<file path="src/rtl/pts_pkg.sv">
package pts_pkg;

    typedef enum logic [0:0] {
        SRC_DIVIDE   = 1'b0,
        SRC_EXTERNAL = 1'b1
    } src_state_t;

    // Channels below the split point belong to group 0, the rest to group 1.
    function automatic int unsigned group_of(input int unsigned ch, input int unsigned split);
        return (ch < split) ? 0 : 1;
    endfunction

endpackage

</file>
<file path="src/rtl/pts_prescaler.sv">
module pts_prescaler #(
    parameter int unsigned PRE_W = 8
) (
    input  logic             clk,
    input  logic             rst_n,
    input  logic [PRE_W-1:0] reload_i,
    output logic             wrap_o
);

    logic [PRE_W-1:0] count_q;
    logic [PRE_W-1:0] limit_q;

    assign wrap_o = (count_q == limit_q);

    // The limit is sampled only at a wrap, so a period in progress is never cut short.
    always_ff @(posedge clk) begin
        if (!rst_n) begin
            count_q <= '0;
            limit_q <= '0;
        end else if (wrap_o) begin
            count_q <= '0;
            limit_q <= reload_i;
        end else begin
            count_q <= count_q + 1'b1;
        end
    end

    // the count never passes the active limit
    a_r3_count_bounded: assert property (@(posedge clk) disable iff (!rst_n)
        count_q <= limit_q);

    // the active limit only moves right after a wrap
    a_r5_reload_at_wrap: assert property (@(posedge clk) disable iff (!rst_n)
        (limit_q != $past(limit_q)) |-> $past(wrap_o));

endmodule

</file>
<file path="src/rtl/pts_edge_sync.sv">
module pts_edge_sync (
    input  logic clk,
    input  logic rst_n,
    input  logic async_i,
    output logic rise_o
);

    logic meta_q;
    logic sync_q;
    logic hist_q;

    always_ff @(posedge clk) begin
        if (!rst_n) begin
            meta_q <= 1'b0;
            sync_q <= 1'b0;
            hist_q <= 1'b0;
        end else begin
            meta_q <= async_i;
            sync_q <= meta_q;
            hist_q <= sync_q;
        end
    end

    assign rise_o = sync_q & ~hist_q;

    // a detected edge is a single-cycle event
    a_r7_rise_single: assert property (@(posedge clk) disable iff (!rst_n)
        rise_o |=> !rise_o);

endmodule

</file>
<file path="src/rtl/pts_chan_sel.sv">
module pts_chan_sel
    import pts_pkg::*;
#(
    parameter int unsigned MUX_W    = 4,
    parameter int unsigned DIV_BASE = 1,
    parameter logic [(1<<MUX_W)-1:0] EXT_MASK = 16'h0010
) (
    input  logic             clk,
    input  logic             rst_n,
    input  logic [MUX_W-1:0] code_i,
    input  logic             presc_tick_i,
    input  logic             ext_rise_i,
    output logic             tick_o
);

    localparam int unsigned NUM_CODES = 1 << MUX_W;
    localparam int unsigned CNT_W     = NUM_CODES - 1 + DIV_BASE;
    localparam int unsigned EXP_W     = $clog2(CNT_W + 1);

    src_state_t       state_q;
    src_state_t       state_d;
    logic [MUX_W-1:0] code_q;
    logic [CNT_W-1:0] div_cnt_q;
    logic [CNT_W-1:0] div_mask;
    logic [EXP_W-1:0] exponent;
    logic             restart;
    logic             code_is_ext;
    logic             tick_d;

    assign code_is_ext = EXT_MASK[code_i];
    assign exponent    = EXP_W'(code_i) + EXP_W'(DIV_BASE);
    assign div_mask    = {CNT_W{1'b1}} >> (CNT_W - exponent);
    assign restart     = (code_i != code_q);

    // Source selection: transitions follow the mask membership of the code.
    always_comb begin
        state_d = state_q;
        unique case (state_q)
            SRC_DIVIDE:   if (code_is_ext)  state_d = SRC_EXTERNAL;
            SRC_EXTERNAL: if (!code_is_ext) state_d = SRC_DIVIDE;
            default:      state_d = SRC_DIVIDE;
        endcase
    end

    always_ff @(posedge clk) begin
        if (!rst_n) begin
            state_q <= SRC_DIVIDE;
            code_q  <= '0;
        end else begin
            state_q <= state_d;
            code_q  <= code_i;
        end
    end

    // Output decision per state.
    always_comb begin
        tick_d = 1'b0;
        unique case (state_q)
            SRC_DIVIDE:   tick_d = presc_tick_i && ((div_cnt_q & div_mask) == div_mask);
            SRC_EXTERNAL: tick_d = ext_rise_i;
            default:      tick_d = 1'b0;
        endcase
    end

    always_ff @(posedge clk) begin
        if (!rst_n) begin
            div_cnt_q <= '0;
            tick_o    <= 1'b0;
        end else begin
            tick_o <= tick_d;
            if (restart) begin
                div_cnt_q <= '0;
            end else if ((state_q == SRC_DIVIDE) && presc_tick_i) begin
                div_cnt_q <= div_cnt_q + 1'b1;
            end
        end
    end

    // a divider-mode tick always follows a prescaler wrap
    a_r3_div_tick_on_wrap: assert property (@(posedge clk) disable iff (!rst_n)
        (tick_o && $past(state_q == SRC_DIVIDE)) |-> $past(presc_tick_i));

    // an external-mode tick always follows a synchronized edge
    a_r6_ext_tick_on_edge: assert property (@(posedge clk) disable iff (!rst_n)
        (tick_o && $past(state_q == SRC_EXTERNAL)) |-> $past(ext_rise_i));

    // in external mode pulses are one cycle wide
    a_r8_ext_single: assert property (@(posedge clk) disable iff (!rst_n)
        (tick_o && $past(state_q == SRC_EXTERNAL) && (state_q == SRC_EXTERNAL)) |=> !tick_o);

endmodule

</file>
<file path="src/rtl/pwm_tick_source.sv">
module pwm_tick_source
    import pts_pkg::*;
#(
    parameter int unsigned NUM_CH    = 5,
    parameter int unsigned NUM_GRP   = 2,
    parameter int unsigned GRP_SPLIT = 2,
    parameter int unsigned PRE_W     = 8,
    parameter int unsigned MUX_W     = 4,
    parameter int unsigned DIV_BASE  = 1,
    parameter logic [(1<<MUX_W)-1:0] EXT_MASK = 16'h0010
) (
    input  logic               clk,
    input  logic               rst_n,
    input  logic [31:0]        cfg_scale_i,
    input  logic [31:0]        cfg_route_i,
    input  logic [NUM_GRP-1:0] ext_tick_i,
    output logic [NUM_CH-1:0]  tick_en_o
);

    localparam int unsigned SCALE_BITS = NUM_GRP * PRE_W;
    localparam int unsigned ROUTE_BITS = NUM_CH * MUX_W;

    logic [NUM_GRP-1:0] presc_wrap;
    logic [NUM_GRP-1:0] ext_rise;
    logic               unused_cfg_bits;

    assign unused_cfg_bits = ^{cfg_scale_i[31:SCALE_BITS], cfg_route_i[31:ROUTE_BITS]};

    for (genvar g = 0; g < NUM_GRP; g++) begin : g_group
        pts_prescaler #(
            .PRE_W (PRE_W)
        ) presc_i (
            .clk      (clk),
            .rst_n    (rst_n),
            .reload_i (cfg_scale_i[g*PRE_W +: PRE_W]),
            .wrap_o   (presc_wrap[g])
        );

        pts_edge_sync sync_i (
            .clk     (clk),
            .rst_n   (rst_n),
            .async_i (ext_tick_i[g]),
            .rise_o  (ext_rise[g])
        );
    end

    for (genvar c = 0; c < NUM_CH; c++) begin : g_chan
        localparam int unsigned GRP = group_of(c, GRP_SPLIT);

        pts_chan_sel #(
            .MUX_W    (MUX_W),
            .DIV_BASE (DIV_BASE),
            .EXT_MASK (EXT_MASK)
        ) chan_i (
            .clk          (clk),
            .rst_n        (rst_n),
            .code_i       (cfg_route_i[c*MUX_W +: MUX_W]),
            .presc_tick_i (presc_wrap[GRP]),
            .ext_rise_i   (ext_rise[GRP]),
            .tick_o       (tick_en_o[c])
        );
    end

    // nothing ticks in the first cycle after reset is released
    a_r1_quiet_after_reset: assert property (@(posedge clk)
        $past(!rst_n) |-> (tick_en_o == '0));

endmodule

</file>
<file path="config.mk">
export PLATFORM = sky130hd
export DESIGN_NAME = pwm_tick_source
export DESIGN_NICKNAME = d
export VERILOG_FILES = /design/src/rtl/pts_pkg.sv /design/src/rtl/pts_prescaler.sv /design/src/rtl/pts_edge_sync.sv /design/src/rtl/pts_chan_sel.sv /design/src/rtl/pwm_tick_source.sv
export SDC_FILE = /design/constraint.sdc
export NUM_CORES = 1
export LEC_CHECK = 0
export ABC_CLOCK_PERIOD_IN_PS = 4600
export BUFFER_PORTS_ARGS = -buffer_cell sky130_fd_sc_hd__buf_2
export CAP_MARGIN = 20
export CORE_ASPECT_RATIO = 0.6
export CORE_MARGIN = 8
export CORE_UTILIZATION = 44
export DETAILED_ROUTE_END_ITERATION = 8
export GPL_TIMING_DRIVEN = 0
export PLACE_DENSITY = 0.67
export SLEW_MARGIN = 20
export SYNTH_ARGS = -nofsm -noshare
export SYNTH_HDL_FRONTEND = slang
export SYNTH_SLANG_ARGS = --single-unit
</file>
<file path="constraint.sdc">
create_clock -name clk -period 4.6 [get_ports clk]
set_input_delay 1.38 -clock clk [delete_from_list [all_inputs] [get_ports clk]]
set_output_delay 1.38 -clock clk [all_outputs]
set_load 0.1 [all_outputs]
</file>
After elaboration in Yosys (flattened, before gate mapping)

Memory sizes are Yosys's and may differ from the RTL's.
Index checks and enable logic that the tools add are counted.

Input bits: 68
Memory bits (read-only): 80
Logic and storage cells: 121
Bits in registers: 148
Output and inout bits: 5
Memories: 5

Memories:

| name            | words | width | rd ports | clocked after memory_dff | wr ports | line               | RTL |
|---|---|---|---|---|---|---|---|
| (no name shown) | 16    | 1     | 1        | 0                        | 0        | pts_chan_sel.sv:30 | `assign code_is_ext = EXT_MASK[code_i];` |
| (no name shown) | 16    | 1     | 1        | 0                        | 0        | pts_chan_sel.sv:30 |  |
| (no name shown) | 16    | 1     | 1        | 0                        | 0        | pts_chan_sel.sv:30 |  |
| (no name shown) | 16    | 1     | 1        | 0                        | 0        | pts_chan_sel.sv:30 |  |
| (no name shown) | 16    | 1     | 1        | 0                        | 0        | pts_chan_sel.sv:30 |  |

Reduce and logical (&&, ||, !) cells: 17
Muxes and demuxes: 15
Order comparisons: 5
Bitwise gates (word level): 15
Shift operators: 5
$add $sub $neg: 17
Equality and inequality tests: 12

Operators by type and width:

| operator                                                               | count |
|---|---|
| 16-bit by 32-bit right shift with 16-bit output (first input constant) | 5 |
| 16-bit by 1-bit adder with 16-bit output (second input constant)       | 5 |
| 16-bit AND                                                             | 5 |
| 16-bit == test                                                         | 5 |
| 5-bit by 5-bit subtractor with 6-bit output (first input constant)     | 5 |
| 4-bit by 1-bit adder with 5-bit output (second input constant)         | 5 |
| 4-bit by 5-bit < comparator with 1-bit output (second input constant)  | 5 |
| 4-bit inequality test                                                  | 5 |
| 8-bit by 1-bit adder with 8-bit output (second input constant)         | 2 |
| 8-bit == test                                                          | 2 |
| 2-bit OR reduction                                                     | 7 |
| 1-bit logical AND                                                      | 10 |
| 1-bit 2-to-1 mux                                                       | 10 |
| 1-bit case mux with 2 select lines                                     | 5 |
| 1-bit NOT                                                              | 8 |
| 1-bit AND                                                              | 2 |

Longest topological paths before layout

Depth after elaboration: 7
Depth in mapped cells: 7
Depth with buffers taken out: 6

Modules after synthesis

Synthesis repeated with hierarchy kept, for this count alone.

Cells, all modules: 797
Area, all modules: 7,030.5 um^2

By module, submodules not included:

| module                               | instances | seq. area each (um^2) | cells each | area an instance (um^2) |
|---|---|---|---|---|
| pts_chan_sel at g_chan[0].chan_i ... | 4         | 440.4                 | 126        | 1,064.8 |
| pts_prescaler                        | 2         | 320.3                 | 75         | 740.7 |
| pts_chan_sel at g_chan[4].chan_i     | 1         | 440.4                 | 129        | 1,104.8 |
| pts_edge_sync                        | 2         | 60.1                  | 7          | 92.6 |

Worst setup path after synthesis

Ideal clock, no wire load.

Path type: in2reg
Start: in cfg_route_i[11]
End: reg g_chan[2].chan_i.div_cnt_q[14]
Cell stages on the path: 6
Library setup time: 74 ps
Setup slack: 1,884 ps
Arrival time: 2,642 ps
Required time: 4,526 ps
Path buffers: 1
Path through: clkbuf_1 -> xor2_1 -> nor3_1 -> nand3_1 -> or4_1 -> o21ai_0

Cells in the longest elaborated chain, start to end: 2

Ends and longest elaborated chain:

| element                             | line                  | RTL |
|---|---|---|
| start: declaration                  | pwm_tick_source.sv:15 | `input logic [31:0] cfg_route_i,` |
| 4-bit inequality test               | pts_chan_sel.sv:33    | `assign restart = (code_i != code_q);` |
| 2-bit OR reduction (no source line) | n/a                   |  |
| end signal: assignment              | pts_chan_sel.sv:74    | `div_cnt_q <= div_cnt_q + 1'b1;` |
| end: declaration                    | pts_chan_sel.sv:23    | `logic [CNT_W-1:0] div_cnt_q;` |

No other way between the ends.
A chain may end at the register's enable or synchronous reset.

==> impl_metrics.env <==
export IMPL_critPathMaxFanout=10
export IMPL_drive_gt1_frac=0.0930
export IMPL_drtIter0Drc=596
export IMPL_cts_buffers=17
export IMPL_ys_async_sr_fraction=0
export IMPL_ant_nets=0
export IMPL_post_cts_buffers=0
export IMPL_p_int_w=0.00249
export IMPL_setup_viol=0
export IMPL_cts_tree="built"
export IMPL_tns_ps=0
export IMPL_synth_top_area_cell="dfxtp_1"
export IMPL_critical_path_arrival_ps=3250
export IMPL_grt_pass1_wl_um=29300
export IMPL_core_area_um2=16200
export IMPL_synth_edf_count=0
export IMPL_area_growth_pct=13.8
export IMPL_final_util=0.512
export IMPL_vdd_drop_max_mv=0.267
export IMPL_grt_overflow=0
export IMPL_cap_violations=0
export IMPL_port_buffers=34
export IMPL_nFillCells=1555
export IMPL_yosys_warnings=0
export IMPL_ioPinCount=73
export IMPL_netlist_area_um2=7290
export IMPL_fmax_mhz=343
export IMPL_cts_resized=0
export IMPL_num_rows=36
export IMPL_slowest_stage="clkbuf_1"
export IMPL_die_area_um2=21100
export IMPL_synthFlopType="dfxtp_1"
export IMPL_synth_seq_area_share=0.406
export IMPL_clockBufferDepth=2
export IMPL_grt_usage=0.170
export IMPL_path_common_cell="clkbuf_1"
export IMPL_mostFrequentLayoutCell="dfxtp_1"
export IMPL_slowest_delay_ps=510
export IMPL_leakagePower_nw=2.79
export IMPL_crit_buf_inv=4
export IMPL_p_switching_w=0.00135
export IMPL_path_clk_slew_ps=60
export IMPL_status="complete, no violations"
export IMPL_worstPathRequired_ps=4940
export IMPL_min_period_ps=2920
export IMPL_drt_total_wl_um=17900
export IMPL_ys_seq_elements=148
export IMPL_reg2reg_slack_ps=2250
export IMPL_rsz0062_at_grt="no"
export IMPL_grt_max_degree=17
export IMPL_worstPathCellList="buf_2 -> clkbuf_1 -> clkbuf_1 -> clkbuf_1 -> nand3_1 -> o21ai_0"
export IMPL_power_per_cell_area_nw_per_um2=463
export IMPL_maxSlewViolCount=0
export IMPL_syn_avg_cell_area_um2=8.39
export IMPL_fin_crit_sh=0.634
export IMPL_dieHeight_um=116
export IMPL_drt_first_pass_iters=5
export IMPL_insertedDiodeCount=0
export IMPL_clockPowerShare=0.350
export IMPL_synth_area_leaders="dfxtp_1 41%, xnor2_1 5.4%, nand2_1 4.0%"
export IMPL_final_nets=997
export IMPL_cts_sinks=148
export IMPL_p_sw_frac=0.351
export IMPL_maxSlewHeadroom=0.463
export IMPL_root_buffer="clkbuf_16"
export IMPL_syn_inst=869
export IMPL_crit_family="buffers and inverters"
export IMPL_dp_hpwl_um=13100
export IMPL_synth_distinct_cells=62
export IMPL_place_gp_congestion=0.867
export IMPL_layout_common_cells="148 x dfxtp_1, 77 x nand2_1, 68 x nor2_1"
export IMPL_end_kind="register"
export IMPL_cts_hold_buf=0
export IMPL_hold_class="register to register"
export IMPL_yosys_area_top_type_share=0.406
export IMPL_critPathKind="input pin to register"
export IMPL_via_per_inst=5.54
export IMPL_die_w_um=182
export IMPL_grt_pass1_vias=5553
export IMPL_cp_start_kind="input pin"
export IMPL_insertion_delay_ps=420
export IMPL_start_util=0.450
export IMPL_drc=0
export IMPL_cts_htree_levels=4
export IMPL_worstMarginPinSlew_ps=799
export IMPL_pwr_share_seq=0.374
export IMPL_num_vias=6335
export IMPL_hold_viol=0
export IMPL_combinationalPowerShare=0.276
export IMPL_synth_nets=944
export IMPL_wl_per_cell_um=15.6
export IMPL_finClkSkew_ps=15.2
export IMPL_grt_antenna_before_repair=0
[cells by family (layout without fill, tap and decap cells)]
group | count (synthesis) | in the layout | share of synthesized area
DFF | 148 | 148 | 0.406
AOI/OAI and AO/OA | 167 | 167 | 0.143
and+or+nand+nor | 385 | 385 | 0.287
xor gates and xnor gates | 75 | 75 | 0.0911
buffers and inverters | 72 | 138 | 0.0401
adders and majority gates | 8 | 8 | 0.0134
muxes | 14 | 14 | 0.0192
[cell usage after synthesis (9+ instances only)]
cell type  number
nand3_1        41
o21ai_0        47
xnor2_1        45
clkbuf_1       37
nand4_1        22
a21oi_1        48
or4_1          23
a21boi_0        9
o31ai_1        12
nor3_1         27
xor2_1         29
nand2_1        77
nor2b_1        15
inv_1          24
mux2i_1        14
and2_1         29
dfxtp_1       148
or3_1          20
nor2_1         68
and4_1          9
and3_1         15
[final timing paths]
kind                                  from                  endpoint  cells after the start
min reg2reg       g_group[1].sync_i.meta_q  g_group[1].sync_i.sync_q                      1
max reg2reg  g_group[1].presc_i.count_q[0]   g_chan[2].chan_i.tick_o                      6
min               g_group[1].sync_i.meta_q  g_group[1].sync_i.sync_q                      1
max                                  rst_n   g_chan[1].chan_i.tick_o                      6
[sequential cells by signal, indices dropped and copies added, names as in the netlist]
name and count:
g_chan.chan_i.div_cnt_q 80, g_chan.chan_i.code_q 20, g_group.sync_i.meta_q 2, g_chan.chan_i.state_q 5
g_group.sync_i.sync_q 2, g_chan.chan_i.tick_o 5, g_group.presc_i.count_q 16, g_group.presc_i.limit_q 16
g_group.sync_i.hist_q 2
[power groups by stage]
stage | logic, W | registers [W] | clock network (W)
after detailed placement | 0.00105 | 0.00147 | 0
after floorplan | 0.000770 | 0.00145 | 0
final | 0.00106 | 0.00144 | 0.00135
after global placement | 0.00103 | 0.00147 | 0
after global routing | 0.00118 | 0.00145 | 0.00143
after CTS | 0.00105 | 0.00144 | 0.00137
[through the flow]
step           hold WS, ps  cells  instance area [um^2]  setup WS [ps]  total power, W
2_1_floorplan          412    869                  7290           1880         0.00222
3_3_place_gp           416   1112                  7730           1210         0.00250
3_5_place_dp           420   1112                  7730           1180         0.00252
4_1_cts                436   1144                  8300           1610         0.00386
5_1_grt                462   1144                  8300           1490         0.00405
6_report               441   1144                  8300           1680         0.00385
[layer usage]
metal	track usage	vias to the layer above	share of wire
met5	0	-	0
met4	0.0506	0	0.013
met3	0.0285	20	0.061
met2	0.222	200	0.38
met1	0.272	2890	0.55
li1	-	3225	-
[area by class of cell]
type / instances / area (um^2) / area share
Multi-Input combinational cell: 649 / 4040 / 0.486
Sequential cell: 148 / 2960 / 0.357
Clock buffer: 19 / 453 / 0.0545
Tap cell: 209 / 262 / 0.0315
Buffer: 48 / 203 / 0.0244
Timing Repair Buffer: 34 / 170 / 0.0205
Clock inverter: 13 / 125 / 0.0151
Inverter: 24 / 90.1 / 0.0108
[worst reg2reg max path, stage by stage (launching register included)]
cell and delay (ps):
dfxtp_1 460, xnor2_2 160, nand4_2 230, buf_1 320, nor2_2 520, nand2_1 190
o41ai_1 360
Note: power is estimated with default switching activity, not from simulation.
